File: config.mk
export PLATFORM = sky130hd
export DESIGN_NAME = flash_done_poller
export DESIGN_NICKNAME = d
export VERILOG_FILES = /design/src/rtl/fdp_pkg.sv /design/src/rtl/fdp_judge.sv /design/src/rtl/fdp_poll_count.sv /design/src/rtl/flash_done_poller.sv
export SDC_FILE = /design/constraint.sdc
export NUM_CORES = 1
export LEC_CHECK = 0
export BUFFER_PORTS_ARGS = -buffer_cell sky130_fd_sc_hd__buf_2
export CAP_MARGIN = 5
export CORE_ASPECT_RATIO = 0.5
export CORE_MARGIN = 3
export CORE_UTILIZATION = 45
export DETAILED_ROUTE_END_ITERATION = 12
export PLACE_DENSITY = 0.73
export SLEW_MARGIN = 25
export SYNTH_ARGS = -nofsm -noshare
export SYNTH_HDL_FRONTEND = slang
export SYNTH_SLANG_ARGS = --single-unit
File: constraint.sdc
create_clock -name clk -period 3.79 [get_ports clk]
set_input_delay 0.379 -clock clk [delete_from_list [all_inputs] [get_ports clk]]
set_output_delay 0.379 -clock clk [all_outputs]
set_load 0.02 [all_outputs]
File: src/rtl/fdp_pkg.sv
package fdp_pkg;
  typedef enum logic [2:0] {
    ST_IDLE, ST_REQ, ST_WAIT, ST_RSTW, ST_DONE
  } fdp_state_e;

  typedef enum logic [2:0] {
    VD_AGAIN, VD_CONFIRM, VD_PAIR_NEXT, VD_PASS, VD_FAIL
  } fdp_verdict_e;

  localparam int POLL_BIT = 7;
  localparam int TOG_BIT  = 6;
  localparam int ERR_BIT  = 5;
  localparam logic [7:0] RETURN_READ_CMD = 8'hF0;
endpackage

File: src/rtl/fdp_judge.sv
module fdp_judge
  import fdp_pkg::*;
(
  input  logic         mode_toggle,
  input  logic         exp_bit,
  input  logic [7:0]   status,
  input  logic         prev_tog,
  input  logic         have_prev,
  input  logic [1:0]   confirm_ph,
  output fdp_verdict_e verdict
);
  logic match, same, err;

  always_comb begin
    match = (status[POLL_BIT] == exp_bit);
    same  = (status[TOG_BIT] == prev_tog);
    err   = status[ERR_BIT];
    verdict = VD_AGAIN;
    if (!mode_toggle) begin
      if (confirm_ph != 2'd0)  verdict = match ? VD_PASS : VD_FAIL;
      else if (match)          verdict = VD_PASS;
      else if (err)            verdict = VD_CONFIRM;
      else                     verdict = VD_AGAIN;
    end else begin
      case (confirm_ph)
        2'd1:    verdict = VD_PAIR_NEXT;
        2'd2:    verdict = same ? VD_PASS : VD_FAIL;
        default: begin
          if (!have_prev)  verdict = VD_AGAIN;
          else if (same)   verdict = VD_PASS;
          else if (err)    verdict = VD_CONFIRM;
          else             verdict = VD_AGAIN;
        end
      endcase
    end
  end
endmodule

File: src/rtl/fdp_poll_count.sv
module fdp_poll_count #(
  parameter int MAX_POLLS = 1024
) (
  input  logic clk,
  input  logic rst_n,
  input  logic clear,
  input  logic bump,
  output logic last_try
);
  localparam int CW = $clog2(MAX_POLLS + 1);
  localparam logic [CW-1:0] LAST = CW'(MAX_POLLS - 1);

  logic [CW-1:0] cnt;

  always_ff @(posedge clk or negedge rst_n) begin
    if (!rst_n)     cnt <= '0;
    else if (clear) cnt <= '0;
    else if (bump)  cnt <= cnt + 1'b1;
  end

  assign last_try = (cnt == LAST);

  AST_CNT_BOUND: assert property (@(posedge clk) disable iff (!rst_n)
    bump && !clear |-> cnt < LAST)
    else $error("poll count stepped past limit");
endmodule

File: src/rtl/flash_done_poller.sv
module flash_done_poller
  import fdp_pkg::*;
#(
  parameter int AW        = 16,
  parameter int MAX_POLLS = 1024
) (
  input  logic          clk,
  input  logic          rst_n,
  input  logic          start,
  input  logic          mode_toggle,
  input  logic          reset_on_fail,
  input  logic [AW-1:0] poll_addr,
  input  logic [7:0]    expect_byte,
  output logic          req_valid,
  input  logic          req_ready,
  output logic [AW-1:0] req_addr,
  output logic          req_write,
  output logic [7:0]    req_wdata,
  input  logic          rsp_valid,
  output logic          rsp_ready,
  input  logic [7:0]    rsp_data,
  output logic          busy,
  output logic          done,
  output logic          pass,
  output logic          fail,
  output logic          timeout
);
  fdp_state_e   state;
  fdp_verdict_e verdict;
  logic          mode_q, rof_q, exp_q, prev_q, have_prev_q;
  logic [1:0]    cph_q;
  logic [AW-1:0] addr_q;
  logic          pass_q, fail_q, to_q;
  logic          take_start, rsp_hs, req_hs, last_try, bump;

  assign take_start = (state == ST_IDLE) && start;
  assign rsp_hs     = (state == ST_WAIT) && rsp_valid;
  assign req_hs     = req_valid && req_ready;
  assign bump       = rsp_hs && (verdict == VD_AGAIN) && !last_try;

  fdp_judge judge_i (
    .mode_toggle (mode_q),
    .exp_bit     (exp_q),
    .status      (rsp_data),
    .prev_tog    (prev_q),
    .have_prev   (have_prev_q),
    .confirm_ph  (cph_q),
    .verdict     (verdict)
  );

  fdp_poll_count #(.MAX_POLLS(MAX_POLLS)) count_i (
    .clk      (clk),
    .rst_n    (rst_n),
    .clear    (take_start),
    .bump     (bump),
    .last_try (last_try)
  );

  always_ff @(posedge clk or negedge rst_n) begin
    if (!rst_n) begin
      state       <= ST_IDLE;
      mode_q      <= 1'b0;
      rof_q       <= 1'b0;
      exp_q       <= 1'b0;
      prev_q      <= 1'b0;
      have_prev_q <= 1'b0;
      cph_q       <= 2'd0;
      addr_q      <= '0;
      pass_q      <= 1'b0;
      fail_q      <= 1'b0;
      to_q        <= 1'b0;
    end else begin
      case (state)
        ST_IDLE: if (take_start) begin
          mode_q      <= mode_toggle;
          rof_q       <= reset_on_fail;
          exp_q       <= expect_byte[POLL_BIT];
          addr_q      <= poll_addr;
          have_prev_q <= 1'b0;
          cph_q       <= 2'd0;
          pass_q      <= 1'b0;
          fail_q      <= 1'b0;
          to_q        <= 1'b0;
          state       <= ST_REQ;
        end
        ST_REQ: if (req_hs) state <= ST_WAIT;
        ST_WAIT: if (rsp_hs) begin
          prev_q      <= rsp_data[TOG_BIT];
          have_prev_q <= 1'b1;
          case (verdict)
            VD_AGAIN: begin
              if (last_try) begin
                fail_q <= 1'b1;
                to_q   <= 1'b1;
                state  <= rof_q ? ST_RSTW : ST_DONE;
              end else begin
                state  <= ST_REQ;
              end
            end
            VD_CONFIRM: begin
              cph_q <= 2'd1;
              state <= ST_REQ;
            end
            VD_PAIR_NEXT: begin
              cph_q <= 2'd2;
              state <= ST_REQ;
            end
            VD_PASS: begin
              pass_q <= 1'b1;
              state  <= ST_DONE;
            end
            default: begin
              fail_q <= 1'b1;
              state  <= rof_q ? ST_RSTW : ST_DONE;
            end
          endcase
        end
        ST_RSTW: if (req_hs) state <= ST_DONE;
        default: state <= ST_IDLE;
      endcase
    end
  end

  assign req_valid = (state == ST_REQ) || (state == ST_RSTW);
  assign req_write = (state == ST_RSTW);
  assign req_addr  = addr_q;
  assign req_wdata = (state == ST_RSTW) ? RETURN_READ_CMD : 8'h00;
  assign rsp_ready = (state == ST_WAIT);
  assign busy      = (state != ST_IDLE);
  assign done      = (state == ST_DONE);
  assign pass      = pass_q;
  assign fail      = fail_q;
  assign timeout   = to_q;

  AST_REQ_HOLD: assert property (@(posedge clk) disable iff (!rst_n)
    req_valid && !req_ready |=> req_valid && $stable(req_addr) && $stable(req_write) && $stable(req_wdata))
    else $error("request dropped or changed under back-pressure");

  AST_ONE_OUTSTANDING: assert property (@(posedge clk) disable iff (!rst_n)
    rsp_ready |-> !req_valid)
    else $error("request raised while a read is outstanding");

  AST_VERDICT_EXCL: assert property (@(posedge clk) disable iff (!rst_n)
    done |-> $countones({pass, fail}) == 1)
    else $error("done without a single verdict");

  AST_DONE_PULSE: assert property (@(posedge clk) disable iff (!rst_n)
    done |=> !done && !busy)
    else $error("done longer than one cycle");

  AST_TIMEOUT_IS_FAIL: assert property (@(posedge clk) disable iff (!rst_n)
    timeout |-> fail && !pass)
    else $error("timeout without fail");

  AST_WRITE_ONLY_ON_FAIL: assert property (@(posedge clk) disable iff (!rst_n)
    req_valid && req_write |-> fail && req_wdata == 8'hF0)
    else $error("reset write without a fail");

  AST_IDLE_STABLE: assert property (@(posedge clk) disable iff (!rst_n)
    !busy && !start |=> !busy && $stable(pass) && $stable(fail))
    else $error("idle poller changed without start");
endmodule

==> results of run 1 <==
## worst register-to-register path: stages (launching register included)
cell	delay (ns)
dfrtp_1	0.42
inv_1	0.09
ha_1	0.39
mux2_4	0.33
a221oi_2	0.32
a31oi_1	0.24
or3b_1	0.66
or4_1	0.49
a21oi_1	0.15
## cells by family after synthesis
family / count (synthesis)
compound gates: 41
xor+xnor: 3
fa+ha+maj: 4
buf+inv: 23
flops: 40
mux: 3
other cells: 1
simple gates: 108
## registers in the layout, indices dropped and copies added (netlist names), 2 cells and up
register	count
count_i.cnt	11
req_addr	16
cph_q	2
state	3
## power by group through the flow
stage	Sequential [mW]	Clock (mW)	Combinational, mW
finish	0.674	0.294	0.804
global route	0.694	0.318	0.888
CTS	0.674	0.298	0.812
detailed placement	0.680	0	0.808
global placement	0.670	0	0.782
floorplan	0.755	0	0.501
## layout by cell type (no fill, tap or decap), types with 2 or more instances in the layout
cell type,Yosys,final
nand2_1,66,66
buf_2,4,54
dfrtp_1,40,40
nor2_1,13,13
a21oi_1,11,11
o21ai_0,9,9
inv_1,6,6
clkbuf_8,0,6
o31ai_1,5,5
or4_1,5,5
or3_1,4,4
nand3_1,4,4
ha_1,4,4
conb_1,1,4
nor3_1,3,3
a31oi_1,3,3
nor2b_1,2,2
xnor2_1,2,2
nand4_1,2,2
mux2i_1,2,2
a22o_1,2,2
o21a_1,2,2
clkinv_2,0,2
## how the worst max path moves through the flow
stage,startpoint,slack (ns),end,cells after the start
final,cph_q[0],0.63,count_i.cnt[7],8
after global routing,cph_q[0],0.43,count_i.cnt[5],8
after CTS,cph_q[0],0.66,count_i.cnt[7],8
after detailed placement,cph_q[0],0.73,count_i.cnt[7],8
after global placement,cph_q[0],0.81,count_i.cnt[5],8
after floorplan,cph_q[0],1.15,count_i.cnt[8],9
## cells in the mapped netlist (2+ instances only)
cell,n
o31ai_1,5
nor2_1,13
or4_1,5
mux2i_1,2
buf_2,4
nand3_1,4
nand2_1,66
dfrtp_1,40
or3_1,4
clkbuf_1,5
nand4_1,2
nor3_1,3
o21a_1,2
ha_1,4
a31oi_1,3
a21oi_1,11
inv_1,6
buf_4,8
o21ai_0,9
a22o_1,2
nor2b_1,2
xnor2_1,2
## final cells by class
| class | instances | area [um^2] | share of cell area, % |
|---|---|---|---|
| sequential | 40 | 1001 | 42.28 |
| timing repair buffer | 55 | 277.8 | 11.73 |
| tap | 54 | 67.56 | 2.854 |
| multi-input combinational | 163 | 905.9 | 38.27 |
| clock buffer | 6 | 82.58 | 3.488 |
| clock inverter | 2 | 10.01 | 0.4228 |
| inverter | 6 | 22.52 | 0.9514 |
## per-layer routing
layer	vias to the layer above	wire length [um]	global-route usage [%]
met5	-	0	0
met4	0	32	4.698
met3	4	188	4.605
met1	841	1912	20.63
met2	39	2247	33.66
li1	847	-	-
==> reports/metrics.cfg, run 1 <==
[clocking]
cts_inserted_buffers=5
cts-root-to-sink-buffers=2
insertion_delay_ns=0.29
hold_fix_buffers_at_cts=0
post_cts.resized_instances=0
clk_root_buffer_cell=clkbuf_8
htree_levels=2
cts.sink_count=40
clock_tree_from_tritoncts=built
clk_pin_slew_worst_paths_ns=0.08
post-cts-setup-buffer-count=0

[worst_setup_path]
r2r_cells=8
crit_chain=inv_1 > ha_1 > mux2_4 > a221oi_2 > a31oi_1 > or3b_1 > or4_1 > a21oi_1
r2r-start=cph_q[0]
worstSetupStartpointType=flop
data_required_time_at_the_worst_endpoint_ns=4.01
reg2reg_setup_slack_ns=0.63
worstSetupEndpointType=flop
crit_slowest_cell=or3b_1
critPathBufInv=1
critical_path.top_delay_family=simple AND/OR/NAND/NOR gates
worst-path-max-fanout=19
criticalPathCategory=reg2reg
crit_arrival_ns=3.38
reg2reg_to=count_i.cnt[7]
timing.critical_path.slowest_cell_delay_ns=0.66

[layout]
final_cell_count_no_fill=326
num_antenna_cells=0
fin_nets=314
final_core_util_pct=57.68
fillCellCount=375
final_std_cell_area_no_fill_mm2=0.002367
final_layout_size_suffix_gt1_share_pct=25.37
synthToLayoutAreaGrowth_pct=17.73

[route]
initialDrtViolationCount=50
detail_route.drc_violations=0
wirelength_mm=4.380
drt-wirelength-per-cell_um=13.44
via_count=1731
antenna_left=0
pre_repair_dr_iteration_count=4
avgViaCountPerCell=5.310

[pwr]
p_int_uw=989.1
p_seq_share_pct=38.0
leakage_nw=1.201
p_sw_share_pct=44.18
total_power_mw=1.772
combinationalPowerShare_pct=45.4
p_clk_share_pct=16.6
power.density_cell_area_mw_per_mm2=748.5
vdd_drop_max_mv=0.2789
switching_power_uw=782.8

[sta]
final_period_minus_worst_setup_slack_ns=3.159
worst_pin_slew_ns=0.8719
setup_tns_ns=0
max_slew_margin_pct=41.88
timing.fmax_ghz=0.3165
setup_viol=0
final.hold.worst_slack_ns=0.1936
final_max_slew_viol_count=0
min_period_over_period_pct=83.36
timing.final.hold_violations=0
rsz0062_at_grt=no
clock_skew_ns=0.005196
timing.final.ws_setup_ns=0.6307

[floorplan]
core.rowCount=16
ios=71
initial_core_util_pct=48.99
die_area_mm2=0.005355
die-width_um=100.5
die_height_um=53.27
placeableCoreArea_mm2=0.004104

[synth]
synth-compound-area-share_pct=13.57
synth.cell_area_mm2=0.002011
synth_edf_count=0
netlist.area_leader.share_pct=49.78
postSynthCellCount=223
synthArstFlopShare_pct=100.0
ys_dominant_reg_cell=dfrtp_1
ys_seq_elements=40
synthTopCellsByArea=dfrtp_1, nand2_1, buf_4
simple_gate_fraction_of_synth_area_pct=24.89
synth-xor-area-share_pct=1.307
synth.area.mux_share_pct=1.742
postSynthAreaPerCell_um2=9.016
yosysTopAreaCell=dfrtp_1
synth.yosys.seq_area_share_pct=49.78
synth_warnings=0
synth_area_in_adders_pct=2.489
largest_family_of_logic_cells_by_synthesized_area=simple AND/OR/NAND/NOR gates
synth_cell_type_count=43

[global_routing]
antenna_found_initial=0
grt_max_degree=41
gr-usage-all-layers_pct=17.91
global_route_wire_length_before_repair_mm=7.431
grt_overflow_total=0
grt_pass1_vias=1696

[place]
dp_hpwl_mm=3.177
detailedPlace.worstSlack_ns=0.7267
placement.io_buffers=54
gpl.final_weighted_congestion=0.8212
placement.cell_area_mm2=0.002275
dp_cells=318

[min_path]
hold_class=in2async

[job]
max_cap_violations=0

[run_status]
status=complete, no violations

Power figures use the tool's default switching activity.
==> inputs of run 2 (changes only) <==
--- a/config.mk
+++ b/config.mk
@@ -5,13 +5,14 @@
 export SDC_FILE = /design/constraint.sdc
 export NUM_CORES = 1
 export LEC_CHECK = 0
+export ABC_AREA = 1
 export BUFFER_PORTS_ARGS = -buffer_cell sky130_fd_sc_hd__buf_2
 export CAP_MARGIN = 5
 export CORE_ASPECT_RATIO = 0.5
 export CORE_MARGIN = 3
 export CORE_UTILIZATION = 45
 export DETAILED_ROUTE_END_ITERATION = 12
-export PLACE_DENSITY = 0.73
+export PLACE_DENSITY = 0.75
 export SLEW_MARGIN = 25
 export SYNTH_ARGS = -nofsm -noshare
 export SYNTH_HDL_FRONTEND = slang
==> constraint.sdc (replaced) <==
create_clock -name clk -period 2.7 [get_ports clk]
set_input_delay 0.27 -clock clk [delete_from_list [all_inputs] [get_ports clk]]
set_output_delay 0.27 -clock clk [all_outputs]
set_load 0.02 [all_outputs]
==> run 2 against run 1 <==
  * Clock skew fell by 0.00083 ns
  * Highest routed layer unchanged
  * Worst hold slack got worse by 0.10 ns
  * Largest cell class unchanged
  * Clock power grew 42%
  * Non-clock buffer count unchanged
==> reports/metrics.cfg, run 2 <==
[run_status]
status=complete, no violations

[global_routing]
antenna_found_initial=0  ; unchanged
global_route_wire_length_before_repair_mm=8.383  ; +13%
grt_overflow_total=0  ; unchanged
grt_max_degree=41  ; unchanged
gr-usage-all-layers_pct=17.39  ; -0.52 points
grt_pass1_vias=1916  ; +13%

[clocking]
cts_inserted_buffers=5  ; unchanged
post_cts.resized_instances=0  ; unchanged
clk_pin_slew_worst_paths_ns=0.08  ; about the same
clock_tree_from_tritoncts=built
clk_root_buffer_cell=clkbuf_8
insertion_delay_ns=0.29  ; about the same
cts-root-to-sink-buffers=2  ; unchanged
htree_levels=2  ; unchanged
post-cts-setup-buffer-count=0  ; unchanged
cts.sink_count=40  ; unchanged
hold_fix_buffers_at_cts=0  ; unchanged

[layout]
final_core_util_pct=56.55  ; -1.1 points
fillCellCount=423  ; +13%
fin_nets=387  ; +23%
final_cell_count_no_fill=411  ; +26%
synthToLayoutAreaGrowth_pct=16.85
num_antenna_cells=0  ; unchanged
largest_reg_flops=16  ; unchanged
mostFrequentLayoutCells=nand2_1, buf_2, dfrtp_1, inv_1, nand3_1
final_layout_size_suffix_gt1_share_pct=23.48  ; -1.9 points
layout.cells.most_common=nand2_1

[place]
dp_hpwl_mm=3.493  ; +9.9%
detailedPlace.worstSlack_ns=0.6009  ; -0.1257 ns
dp_cells=403  ; +27%
placement.io_buffers=54  ; unchanged
gpl.final_weighted_congestion=0.8916  ; +8.6%

[sta]
setup_viol=0  ; unchanged
timing.fmax_ghz=0.4740  ; +50%
max_slew_margin_pct=40.85  ; -1.0 points
rsz0062_at_grt=no
clock_skew_ns=0.004367  ; -0.0008289 ns
timing.final.hold_violations=0  ; unchanged
timing.final.ws_setup_ns=0.5903  ; -0.04046 ns
final_max_slew_viol_count=0  ; unchanged
final_period_minus_worst_setup_slack_ns=2.110  ; -1.050 ns
setup_tns_ns=0  ; unchanged
final.hold.worst_slack_ns=0.09357  ; -0.1001 ns
worst_pin_slew_ns=0.8872  ; +0.01534 ns
min_period_over_period_pct=78.14  ; -5.2 points

[worst_setup_path]
reg2reg_to=count_i.cnt[4]
data_required_time_at_the_worst_endpoint_ns=2.93  ; -1.08 ns
r2r_cells=13  ; +5
r2r-start=cph_q[0]
crit_arrival_ns=2.34  ; -1.04 ns
criticalPathCategory=reg2reg
worstSetupStartpointType=flop
worst-path-max-fanout=11  ; -8
reg2reg_setup_slack_ns=0.59  ; -0.04 ns
worstSetupEndpointType=flop

[synth]
synthArstFlopShare_pct=100.0  ; unchanged
ys_seq_elements=40  ; unchanged
postSynthAreaPerCell_um2=7.554  ; -16%
yosysMostFrequentCell=nand2_1
synth.cell_area_mm2=0.002213  ; +10%
synthTopCellsByArea=dfrtp_1, nand2_1, inv_1
postSynthCellCount=293  ; +31%
synth_commonest_cells=nand2_1, dfrtp_1, inv_1
ys_dominant_reg_cell=dfrtp_1
synth_warnings=0  ; unchanged
netlist.area_leader.share_pct=45.22  ; -4.6 points
synth_cell_type_count=31  ; -28%
synth.yosys.seq_area_share_pct=45.22  ; -4.6 points
synth_edf_count=0  ; unchanged
yosysTopAreaCell=dfrtp_1

[route]
via_count=1935  ; +12%
drt-wirelength-per-cell_um=11.49  ; -15%
wirelength_mm=4.721  ; +7.8%
avgViaCountPerCell=4.708  ; -11%
pre_repair_dr_iteration_count=4  ; unchanged
initialDrtViolationCount=89  ; +78%
detail_route.drc_violations=0  ; unchanged
antenna_left=0  ; unchanged

[pwr]
power.density_cell_area_mw_per_mm2=1037  ; +39%
vdd_drop_max_mv=0.6080  ; +120%
leakage_nw=1.421  ; +18%

[min_path]
hold_class=in2async

[job]
max_cap_violations=0  ; unchanged

[floorplan]
placeableCoreArea_mm2=0.004573  ; +11%
ios=71  ; unchanged
die-width_um=105.2  ; +4.6%
core.rowCount=17  ; +1
initial_core_util_pct=48.40  ; -0.59 points
die_height_um=55.59  ; +4.4%
die_area_mm2=0.005847  ; +9.2%

==> run 2: cell types whose count changed after synthesis, sizes merged, moves of 3 or more <==
| cell | delta |
|---|---|
| o31ai | -4 |
| a21oi | -7 |
| or4 | -5 |
| nand2 | +48 |
| nor3 | +6 |
| inv | +31 |
| or3 | -4 |
| nand3 | +21 |
| nor2 | +9 |
| xor2 | +6 |
| o21ai | -3 |
==> run 2: kinds of logic after synthesis <==
family                     share of synthesized area, %
DFF                                               45.22
buffers and inverters                             10.51
adders and majority gates                         2.261
and+or+nand+nor                                   35.44
AOI/OAI and AO/OA                                 3.618
xor gates and xnor gates                          2.770
other                                            0.1694
==> run 2: stage by stage <==
stage               total power [mW]  area [um^2]
floorplan                      1.932         2225
global placement               2.231         2494
detailed placement             2.284         2494
CTS                            2.696         2586
global route                   2.914         2586
finish                         2.683         2586
==> run 2: layer usage <==
layer,GRT usage (%),part of all wire (%)
met3,5.214,4.9
met4,4.299,0.74
met1,21.00,46
met5,0,0
met2,30.62,48
==> run 2: how the worst max path moves through the flow <==
stage	cells past startpoint	to	slack, ns	startpoint
finish	13	count_i.cnt[4]	0.59	cph_q[0]
global route	13	count_i.cnt[6]	0.37	cph_q[0]
CTS	13	count_i.cnt[4]	0.58	cph_q[0]
detailed placement	13	count_i.cnt[4]	0.60	cph_q[0]
global placement	13	count_i.cnt[9]	0.73	cph_q[0]
floorplan	13	count_i.cnt[8]	1.00	cph_q[0]
==> run 2: critical path, stage by stage (launching register included) <==
cell and delay, ns:
dfrtp_1 0.39, inv_1 0.07, ha_1 0.32, inv_1 0.09, nand3_1 0.08, nand2_1 0.07
nand2_1 0.06, nand2_2 0.11, inv_4 0.07, nor2_8 0.11, nand3_2 0.23, inv_2 0.24
nand3_1 0.10, nand2_1 0.09
==> run 2: layout make-up <==
| type | count | area, um^2 | share of cell area [%] |
|---|---|---|---|
| Timing Repair Buffer | 55 | 277.8 | 10.74 |
| Clock buffer | 6 | 82.58 | 3.193 |
| Multi-Input combinational cell | 205 | 991.0 | 38.32 |
| Tap cell | 66 | 82.58 | 3.193 |
| Clock inverter | 2 | 10.01 | 0.3870 |
| Sequential cell | 40 | 1001 | 38.70 |
| Inverter | 37 | 141.4 | 5.467 |
==> run 2: report_power, final <==
group | internal [mW] | total (mW) | leakage [nW] | switching [mW]
logic | 0.412 | 1.34 | 0.848 | 0.928
registers | 0.803 | 0.926 | 0.521 | 0.123
clock network | 0.204 | 0.417 | 0.0510 | 0.212
